--- config.mk ---
export PLATFORM = sky130hd
export DESIGN_NAME = tx_abort_ctrl
export DESIGN_NICKNAME = d
export VERILOG_FILES = /design/src/rtl/tac_pkg.sv /design/src/rtl/tac_txstate.sv /design/src/rtl/tac_cause.sv /design/src/rtl/tac_code_reg.sv /design/src/rtl/tx_abort_ctrl.sv
export SDC_FILE = /design/constraint.sdc
export NUM_CORES = 1
export LEC_CHECK = 0
export BUFFER_PORTS_ARGS = -buffer_cell sky130_fd_sc_hd__clkbuf_2
export CAP_MARGIN = 25
export CORE_MARGIN = 2
export CORE_UTILIZATION = 51
export DETAILED_ROUTE_END_ITERATION = 10
export PLACE_DENSITY = 0.89
export SLEW_MARGIN = 20
export SYNTH_ARGS = -nofsm -noshare
export SYNTH_HDL_FRONTEND = slang
export SYNTH_SLANG_ARGS = --single-unit
--- constraint.sdc ---
create_clock -name clk -period 4.6 [get_ports clk]
set_input_delay 1.15 -clock clk [delete_from_list [all_inputs] [get_ports clk]]
set_output_delay 1.15 -clock clk [all_outputs]
set_load 0.05 [all_outputs]
--- src/rtl/tac_pkg.sv ---
package tac_pkg;
  localparam int CAUSE_W = 3;
  localparam int C_OVF   = 0;
  localparam int C_CONF  = 1;
  localparam int C_EXPL  = 2;

  typedef logic [CAUSE_W-1:0] cause_t;

  typedef enum logic [1:0] {
    TR_RESUME_PC = 2'd0,
    TR_SAVED_SP  = 2'd1,
    TR_CAUSE     = 2'd2,
    TR_CODE      = 2'd3
  } tm_reg_e;
endpackage

--- src/rtl/tac_txstate.sv ---
module tac_txstate
  import tac_pkg::*;
#(
  parameter int AW = 32
) (
  input  logic          clk,
  input  logic          rst_n,
  input  logic          beg_i,
  input  logic [AW-1:0] beg_addr_i,
  input  logic [AW-1:0] sp_i,
  input  logic          commit_i,
  input  cause_t        raw_i,
  output logic          active_o,
  output logic          abort_ev_o,
  output logic [AW-1:0] resume_pc_o,
  output logic [AW-1:0] saved_sp_o
);
  logic          active_q, active_d;
  logic [AW-1:0] pc_q, sp_q;
  logic          cap_en;

  always_comb begin
    abort_ev_o = active_q & (|raw_i);
    cap_en     = ~active_q & beg_i;
    active_d   = active_q;
    if (abort_ev_o)               active_d = 1'b0;
    else if (active_q && commit_i) active_d = 1'b0;
    else if (cap_en)              active_d = 1'b1;
  end

  always_ff @(posedge clk or negedge rst_n) begin
    if (!rst_n) active_q <= 1'b0;
    else        active_q <= active_d;
  end

  always_ff @(posedge clk or negedge rst_n) begin
    if (!rst_n) begin
      pc_q <= '0;
      sp_q <= '0;
    end else if (cap_en) begin
      pc_q <= beg_addr_i;
      sp_q <= sp_i;
    end
  end

  assign active_o    = active_q;
  assign resume_pc_o = pc_q;
  assign saved_sp_o  = sp_q;

  // begin from idle captures its operands and opens the transaction
  a_r2_begin_capture: assert property (@(posedge clk) disable iff (!rst_n)
    (beg_i && !active_q) |=> (active_q && pc_q == $past(beg_addr_i) && sp_q == $past(sp_i)));

  // captured state is untouched while a transaction runs
  a_r2_hold_while_active: assert property (@(posedge clk) disable iff (!rst_n)
    active_q |=> ($stable(pc_q) && $stable(sp_q)));
endmodule

--- src/rtl/tac_cause.sv ---
module tac_cause
  import tac_pkg::*;
(
  input  logic   clk,
  input  logic   rst_n,
  input  logic   abort_ev_i,
  input  cause_t raw_i,
  output cause_t cause_o,
  output logic   redir_o
);
  cause_t cause_q, cause_d;
  logic   redir_q;

  always_comb begin
    cause_d = cause_q;
    if (abort_ev_i) cause_d = raw_i;
  end

  always_ff @(posedge clk or negedge rst_n) begin
    if (!rst_n) begin
      cause_q <= '0;
      redir_q <= 1'b0;
    end else begin
      cause_q <= cause_d;
      redir_q <= abort_ev_i;
    end
  end

  assign cause_o = cause_q;
  assign redir_o = redir_q;

  // a redirect always reports at least one cause
  a_r6_cause_nonzero: assert property (@(posedge clk) disable iff (!rst_n)
    redir_q |-> (cause_q != '0));

  // cause only moves together with an abort
  a_r6_cause_hold: assert property (@(posedge clk) disable iff (!rst_n)
    !abort_ev_i |=> $stable(cause_q));
endmodule

--- src/rtl/tac_code_reg.sv ---
module tac_code_reg #(
  parameter int CW = 20
) (
  input  logic          clk,
  input  logic          rst_n,
  input  logic          we_i,
  input  logic [CW-1:0] wdata_i,
  output logic [CW-1:0] code_o
);
  logic [CW-1:0] code_q, code_d;

  always_comb begin
    code_d = code_q;
    if (we_i) code_d = wdata_i;
  end

  always_ff @(posedge clk or negedge rst_n) begin
    if (!rst_n) code_q <= '0;
    else        code_q <= code_d;
  end

  assign code_o = code_q;

  // the code changes only under its write strobe
  a_r7_code_hold: assert property (@(posedge clk) disable iff (!rst_n)
    !we_i |=> $stable(code_q));

  // a write lands the data
  a_r7_code_write: assert property (@(posedge clk) disable iff (!rst_n)
    we_i |=> (code_q == $past(wdata_i)));
endmodule

--- src/rtl/tx_abort_ctrl.sv ---
module tx_abort_ctrl
  import tac_pkg::*;
#(
  parameter int AW = 32,
  parameter int CW = 20
) (
  input  logic          clk,
  input  logic          rst_n,
  input  logic          beg_i,
  input  logic [AW-1:0] beg_addr_i,
  input  logic [AW-1:0] sp_i,
  input  logic          commit_i,
  input  logic          xabort_i,
  input  logic          ovf_i,
  input  logic          conf_i,
  input  logic          code_we_i,
  input  logic [CW-1:0] code_wdata_i,
  input  logic [1:0]    rd_idx_i,
  output logic [AW-1:0] rd_data_o,
  output logic          active_o,
  output logic          redir_o,
  output logic [AW-1:0] redir_pc_o,
  output logic [AW-1:0] redir_sp_o
);
  localparam int CODE_PAD  = AW - CW;
  localparam int CAUSE_PAD = AW - CAUSE_W;

  // reset: asserted asynchronously, released on a clock edge
  logic [1:0] rst_sync_q;
  logic       rst_int_n;
  always_ff @(posedge clk or negedge rst_n) begin
    if (!rst_n) rst_sync_q <= 2'b00;
    else        rst_sync_q <= {rst_sync_q[0], 1'b1};
  end
  assign rst_int_n = rst_sync_q[1];

  cause_t        raw;
  cause_t        cause;
  logic          abort_ev;
  logic [AW-1:0] resume_pc, saved_sp;
  logic [CW-1:0] code;
  logic [AW-1:0] code_ext, cause_ext;

  always_comb begin
    raw         = '0;
    raw[C_OVF]  = ovf_i;
    raw[C_CONF] = conf_i;
    raw[C_EXPL] = xabort_i;
  end

  tac_txstate #(.AW(AW)) u_state (
    .clk         (clk),
    .rst_n       (rst_int_n),
    .beg_i       (beg_i),
    .beg_addr_i  (beg_addr_i),
    .sp_i        (sp_i),
    .commit_i    (commit_i),
    .raw_i       (raw),
    .active_o    (active_o),
    .abort_ev_o  (abort_ev),
    .resume_pc_o (resume_pc),
    .saved_sp_o  (saved_sp)
  );

  tac_cause u_cause (
    .clk        (clk),
    .rst_n      (rst_int_n),
    .abort_ev_i (abort_ev),
    .raw_i      (raw),
    .cause_o    (cause),
    .redir_o    (redir_o)
  );

  tac_code_reg #(.CW(CW)) u_code (
    .clk     (clk),
    .rst_n   (rst_int_n),
    .we_i    (code_we_i),
    .wdata_i (code_wdata_i),
    .code_o  (code)
  );

  generate
    if (CODE_PAD > 0) begin : g_code_pad
      assign code_ext = {{CODE_PAD{1'b0}}, code};
    end else begin : g_code_nopad
      assign code_ext = code[AW-1:0];
    end
  endgenerate
  assign cause_ext = {{CAUSE_PAD{1'b0}}, cause};

  always_comb begin
    case (tm_reg_e'(rd_idx_i))
      TR_RESUME_PC: rd_data_o = resume_pc;
      TR_SAVED_SP:  rd_data_o = saved_sp;
      TR_CAUSE:     rd_data_o = cause_ext;
      default:      rd_data_o = code_ext;
    endcase
  end

  assign redir_pc_o = resume_pc;
  assign redir_sp_o = saved_sp;

  // redirect is a single-cycle pulse
  a_r5_single_pulse: assert property (@(posedge clk) disable iff (!rst_int_n)
    redir_o |=> !redir_o);

  // after a redirect the transaction is closed
  a_r5_closed_on_redirect: assert property (@(posedge clk) disable iff (!rst_int_n)
    redir_o |-> !active_o);

  // no redirect can follow an idle cycle
  a_r4_idle_no_redirect: assert property (@(posedge clk) disable iff (!rst_int_n)
    !active_o |=> !redir_o);

  // an abort source while active always yields a redirect
  a_r9_abort_wins: assert property (@(posedge clk) disable iff (!rst_int_n)
    (active_o && (ovf_i || conf_i || xabort_i)) |=> redir_o);
endmodule

Yosys cells after proc, flatten, opt, wreduce, memory -nomap -nowiden
Index checks and enable logic that the tools add are counted. Widths: inputs -> output; s select.

Bits in registers: 91. Input bits: 94. Logic and storage cells: 20.

Equal/unequal tests: 2. Mux-type cells: 4. Bitwise gates (word level): 3. Reductions and logical operators: 4.

Operators by type and width (number): $pmux 32 s3 (1); $mux 1 (3); $reduce_bool 3->1 (1); $reduce_or 3->1 (1); $and 1x1->1 (2); $eq 2x1->1 const B (1); $eq 2x2->1 const B (1); $logic_not 2->1 (1); $logic_and 1x1->1 (1); $not 1->1 (1).

Depth between registers and ports, before layout
Depth in word-level cells: 5. Depth in mapped cells: 5. Gate-level depth less buffers: 2.

By module
From an unflattened synthesis, not the netlist that was laid out.

Cell total of the unflattened synthesis: 264. Area total of the unflattened synthesis: 4381.7 µm².

Modules (own cells, without submodules): tac_txstate (times used 1, cells each 141, area each 2636.3 µm²); tac_code_reg (times used 1, cells each 42, area each 823.3 µm²); tx_abort_ctrl (times used 1, cells each 74, area each 788.3 µm²); tac_cause (times used 1, cells each 7, area each 133.9 µm²).

Least setup slack after synthesis
No wires, ideal clock.

Path kind: input port to output port. From: in rd_idx_i[0]. To: out rd_data_o[20]. Data arrival time: 2264 ps. Setup slack: 1186 ps. Cell stages on the path: 4. Path buffers: 2. Cell sequence: buf_4 -> buf_4 -> mux2i_1 -> nor2_1.

Word-level cells in the longest chain between the ends: 2.

Ends and longest elaborated chain: start, declared (line tx_abort_ctrl.sv:18) `input logic [1:0] rd_idx_i,`; $eq 2x2->1 (tied with other cells) (line tx_abort_ctrl.sv:92) `case (tm_reg_e'(rd_idx_i))`; $pmux 32 s3 * (line tx_abort_ctrl.sv:92); end, declared (line tx_abort_ctrl.sv:19) `output logic [AW-1:0] rd_data_o,`.

Every way passes the cells marked *; elsewhere a longest branch is shown, timed or not.

Worst setup path in the final report
From: in rd_idx_i[0]. To: out rd_data_o[5].

The elaborated chain is that of the path after synthesis.

==> metrics.md <==
| Metric | Value |
|---|---|
| Hold crit path type | reg2async |
| Pwr per Cell Area | 463 nW/um^2 |
| ANT cells | 0 |
| Sequential cell area | 2280 um^2 |
| Yosys cell types | 19 |
| Leak Pwr | 2.87 nW |
| Core area | 8220 um^2 |
| P_sw | 1.00 mW |
| Post-Syn Nets | 362 |
| GP Congestion | 0.764 |
| Final hold vios | 0 |
| Setup TNS | 0 ns |
| Reg clk slew, reported paths | 0.09 ns |
| Hold slack | 0.285 ns |
| CTS tree | done |
| Max_slew headroom | 40.3% |
| Mean post-synth cell area | 16.2 um^2 |
| Die W | 96.3 um |
| Vias in the first global route | 3034 |
| Sequential power share | 39.9% |
| CP endpoint kind | output port |
| Antenna violations before repair | 0 |
| Count of pins over their slew limit | 0 |
| Critical Path RT | 3.45 ns |
| RSZ-0062 raised after global routing | no |
| Worst Skew | 0.0143 ns |
| FF-to-FF Start | u_state.active_o |
| WL/cell | 17.2 um |
| Area delta synth->final | 26.3% |
| DRT iter0 DRCs | 76 |
| Vias after detailed routing | 2903 |
| Die height | 96.3 um |
| Clk buf depth | 2 |
| Final Routed Wirelength | 9730 um |
| Max rail drop VDD | 0.250 mV |
| Yosys warnings | 0 |
| Post-Layout Cell Count | 566 |
| Placed insts | 550 |
| R2R Setup Slk | 2.44 ns |
| Arr. time, crit path | 2.69 ns |
| Site row count | 33 |
| Synth area leaders | dfrtp_1, mux2_4, mux2_2 |
| Setup-failing EPs final | 0 |
| GRT overflow | 0 |
| Post_cts resized | 0 |
| Number of CTS-inserted buffers | 9 |
| Vias per cell | 5.13 |
| Cts hold-fix bufs | 0 |
| Final period utilization | 83.6% |
| Startpoint Class | primary input |
| Root buf cell | clkbuf_8 |
| Filler instances | 606 |
| # IOs | 192 |
| Fin crit period | 3.84 ns |
| Total Power | 2.54 mW |
| Drt drc | 0 |
| Routed Antenna Nets | 0 |
| Max cap viols | 0 |
| Slew @ Worst Pin | 0.894 ns |
| Post-CTS setup buffer count | 0 |
| CTS sink cnt | 91 |
| Yosys top cell by area | dfrtp_1 |
| Setup ws final | 0.757 ns |
| IO buf count | 191 |
| Post-synthesis register bit count | 91 |
| Sequential area share after synthesis | 52.4% |
| Net count, final | 550 |
| Switching share of power | 39.4% |
| DP Wirelength | 7240 um |
| First drt pass iteration count | 4 |
| Pre-CTS setup slack | 0.780 ns |
| Area of the multi-input gates | 1840 um^2 |
| Worst-Skew Late Latency | 0.34 ns |
| H-tree depth | 3 |
| Total track usage | 20.7% |
| Initial core utilization | 52.8% |
| Status | complete, no violations |
| First-pass GRT wire length | 14500 um |
| Largest net degree at the start of global routing | 55 |
| Max Clock Freq | 260 MHz |
| Proportion of layout cells with a drive suffix above 1 | 69.0% |
| CP Class | in2out |
| Cell internal pwr | 1.54 mW |
| Worst setup path startpoint | rd_idx_i[0] |
| Top cell type's share of synthesized area | 52.4% |
| FF-to-FF path depth | 3 |
| Worst r2r dst | u_state.saved_sp_o[17] |
| Crit path max fanout | 17 |
| Clock power frac | 22.4% |
| Syn Std Cell Area | 4340 um^2 |
| Post-Syn Instances | 268 |
| Die area | 9270 um^2 |
| Logic pwr share | 37.7% |
==> placed cells by master, fill, tap and decap left out <==
cell type,netlist,final
dfrtp_1,91,90
mux2_4,63,63
nor2b_4,1,1
o21ai_0,3,3
bufinv_16,0,2
nor3_1,1,1
a22o_1,20,20
conb_1,1,1
nor2b_1,1,1
clkinv_4,0,1
inv_1,1,1
buf_12,6,2
clkbuf_8,0,9
nor2_1,12,12
mux4_2,3,3
nor2_2,1,1
mux2i_1,12,12
clkinv_2,0,2
clkbuf_1,0,2
mux2_2,38,38
dfrtp_4,0,1
a31o_2,1,1
clkbuf_2,0,191
buf_4,4,3
==> cell usage after synthesis (all sizes together) <==
| cell type | n |
|---|---|
| a22o | 20 |
| a31o | 1 |
| buf | 19 |
| conb | 1 |
| dfrtp | 91 |
| inv | 1 |
| mux2 | 101 |
| mux2i | 12 |
| mux4 | 3 |
| nor2 | 13 |
| nor2b | 2 |
| nor3 | 1 |
| o21ai | 3 |
==> worst max-delay path, stage by stage <==
cell      delay (ns)
clkbuf_2        0.27
nor2_2          0.72
a22o_1          0.26
clkbuf_2        0.28
==> metal layers <==
metal	vias up	part of all wire, %	GRT usage, %
met5	-	0	0
met4	0	0.87	7.14
met3	8	5.8	4.70
met2	113	52	36.5
met1	1438	41	24.9
li1	1344	-	-
==> how the worst max path moves through the flow <==
stage          depth (start not counted)  slack [ns]       endpoint
2_1_floorplan                          4        1.19  rd_data_o[20]
3_3_place_gp                           4        0.85  rd_data_o[18]
3_5_place_dp                           4        0.78   rd_data_o[6]
4_1_cts                                4        0.78   rd_data_o[6]
5_1_grt                                4        0.67   rd_data_o[6]
6_report                               4        0.76   rd_data_o[5]
==> cells by family after synthesis <==
family	share of synthesized area, %
other cells	0.0864
mux	36.0
simple gates	1.76
flops	52.4
compound gates	4.58
buf+inv	5.16
==> registers in the layout (all words and copies together) (netlist names) <==
| name | cells |
|---|---|
| rst_sync_q | 2 |
| u_state.resume_pc_o | 32 |
| u_cause.redir_o | 1 |
| u_cause.cause_o | 3 |
| u_code.code_o | 20 |
| u_state.saved_sp_o | 32 |
| u_state.active_o | 1 |
==> power by group through the flow <==
stage	Combinational, mW	Sequential [mW]	Clock, mW
after CTS	0.964	1.02	0.591
final	0.957	1.01	0.570
after floorplan	0.438	1.33	0
after detailed placement	0.961	1.03	0
after global placement	0.948	1.02	0
after global routing	1.00	1.03	0.621
==> cell type report <==
| cell class | instances | share of cell area [%] |
|---|---|---|
| inverters | 1 | 0.0684 |
| repair buffers | 196 | 18.6 |
| clock buffers | 11 | 2.40 |
| multi-input cells | 157 | 33.6 |
| well taps | 105 | 2.40 |
| clock inverters | 5 | 1.44 |
| flip-flops and latches | 91 | 41.6 |
==> metrics by stage <==
step,instance area (um^2),utilization [%]
after floorplan,4340,-
after global placement,5280,64.2
after detailed placement,5280,64.2
after CTS,5490,66.8
after global routing,5490,66.8
final,5490,66.8
Power figures use the tool's default switching activity.
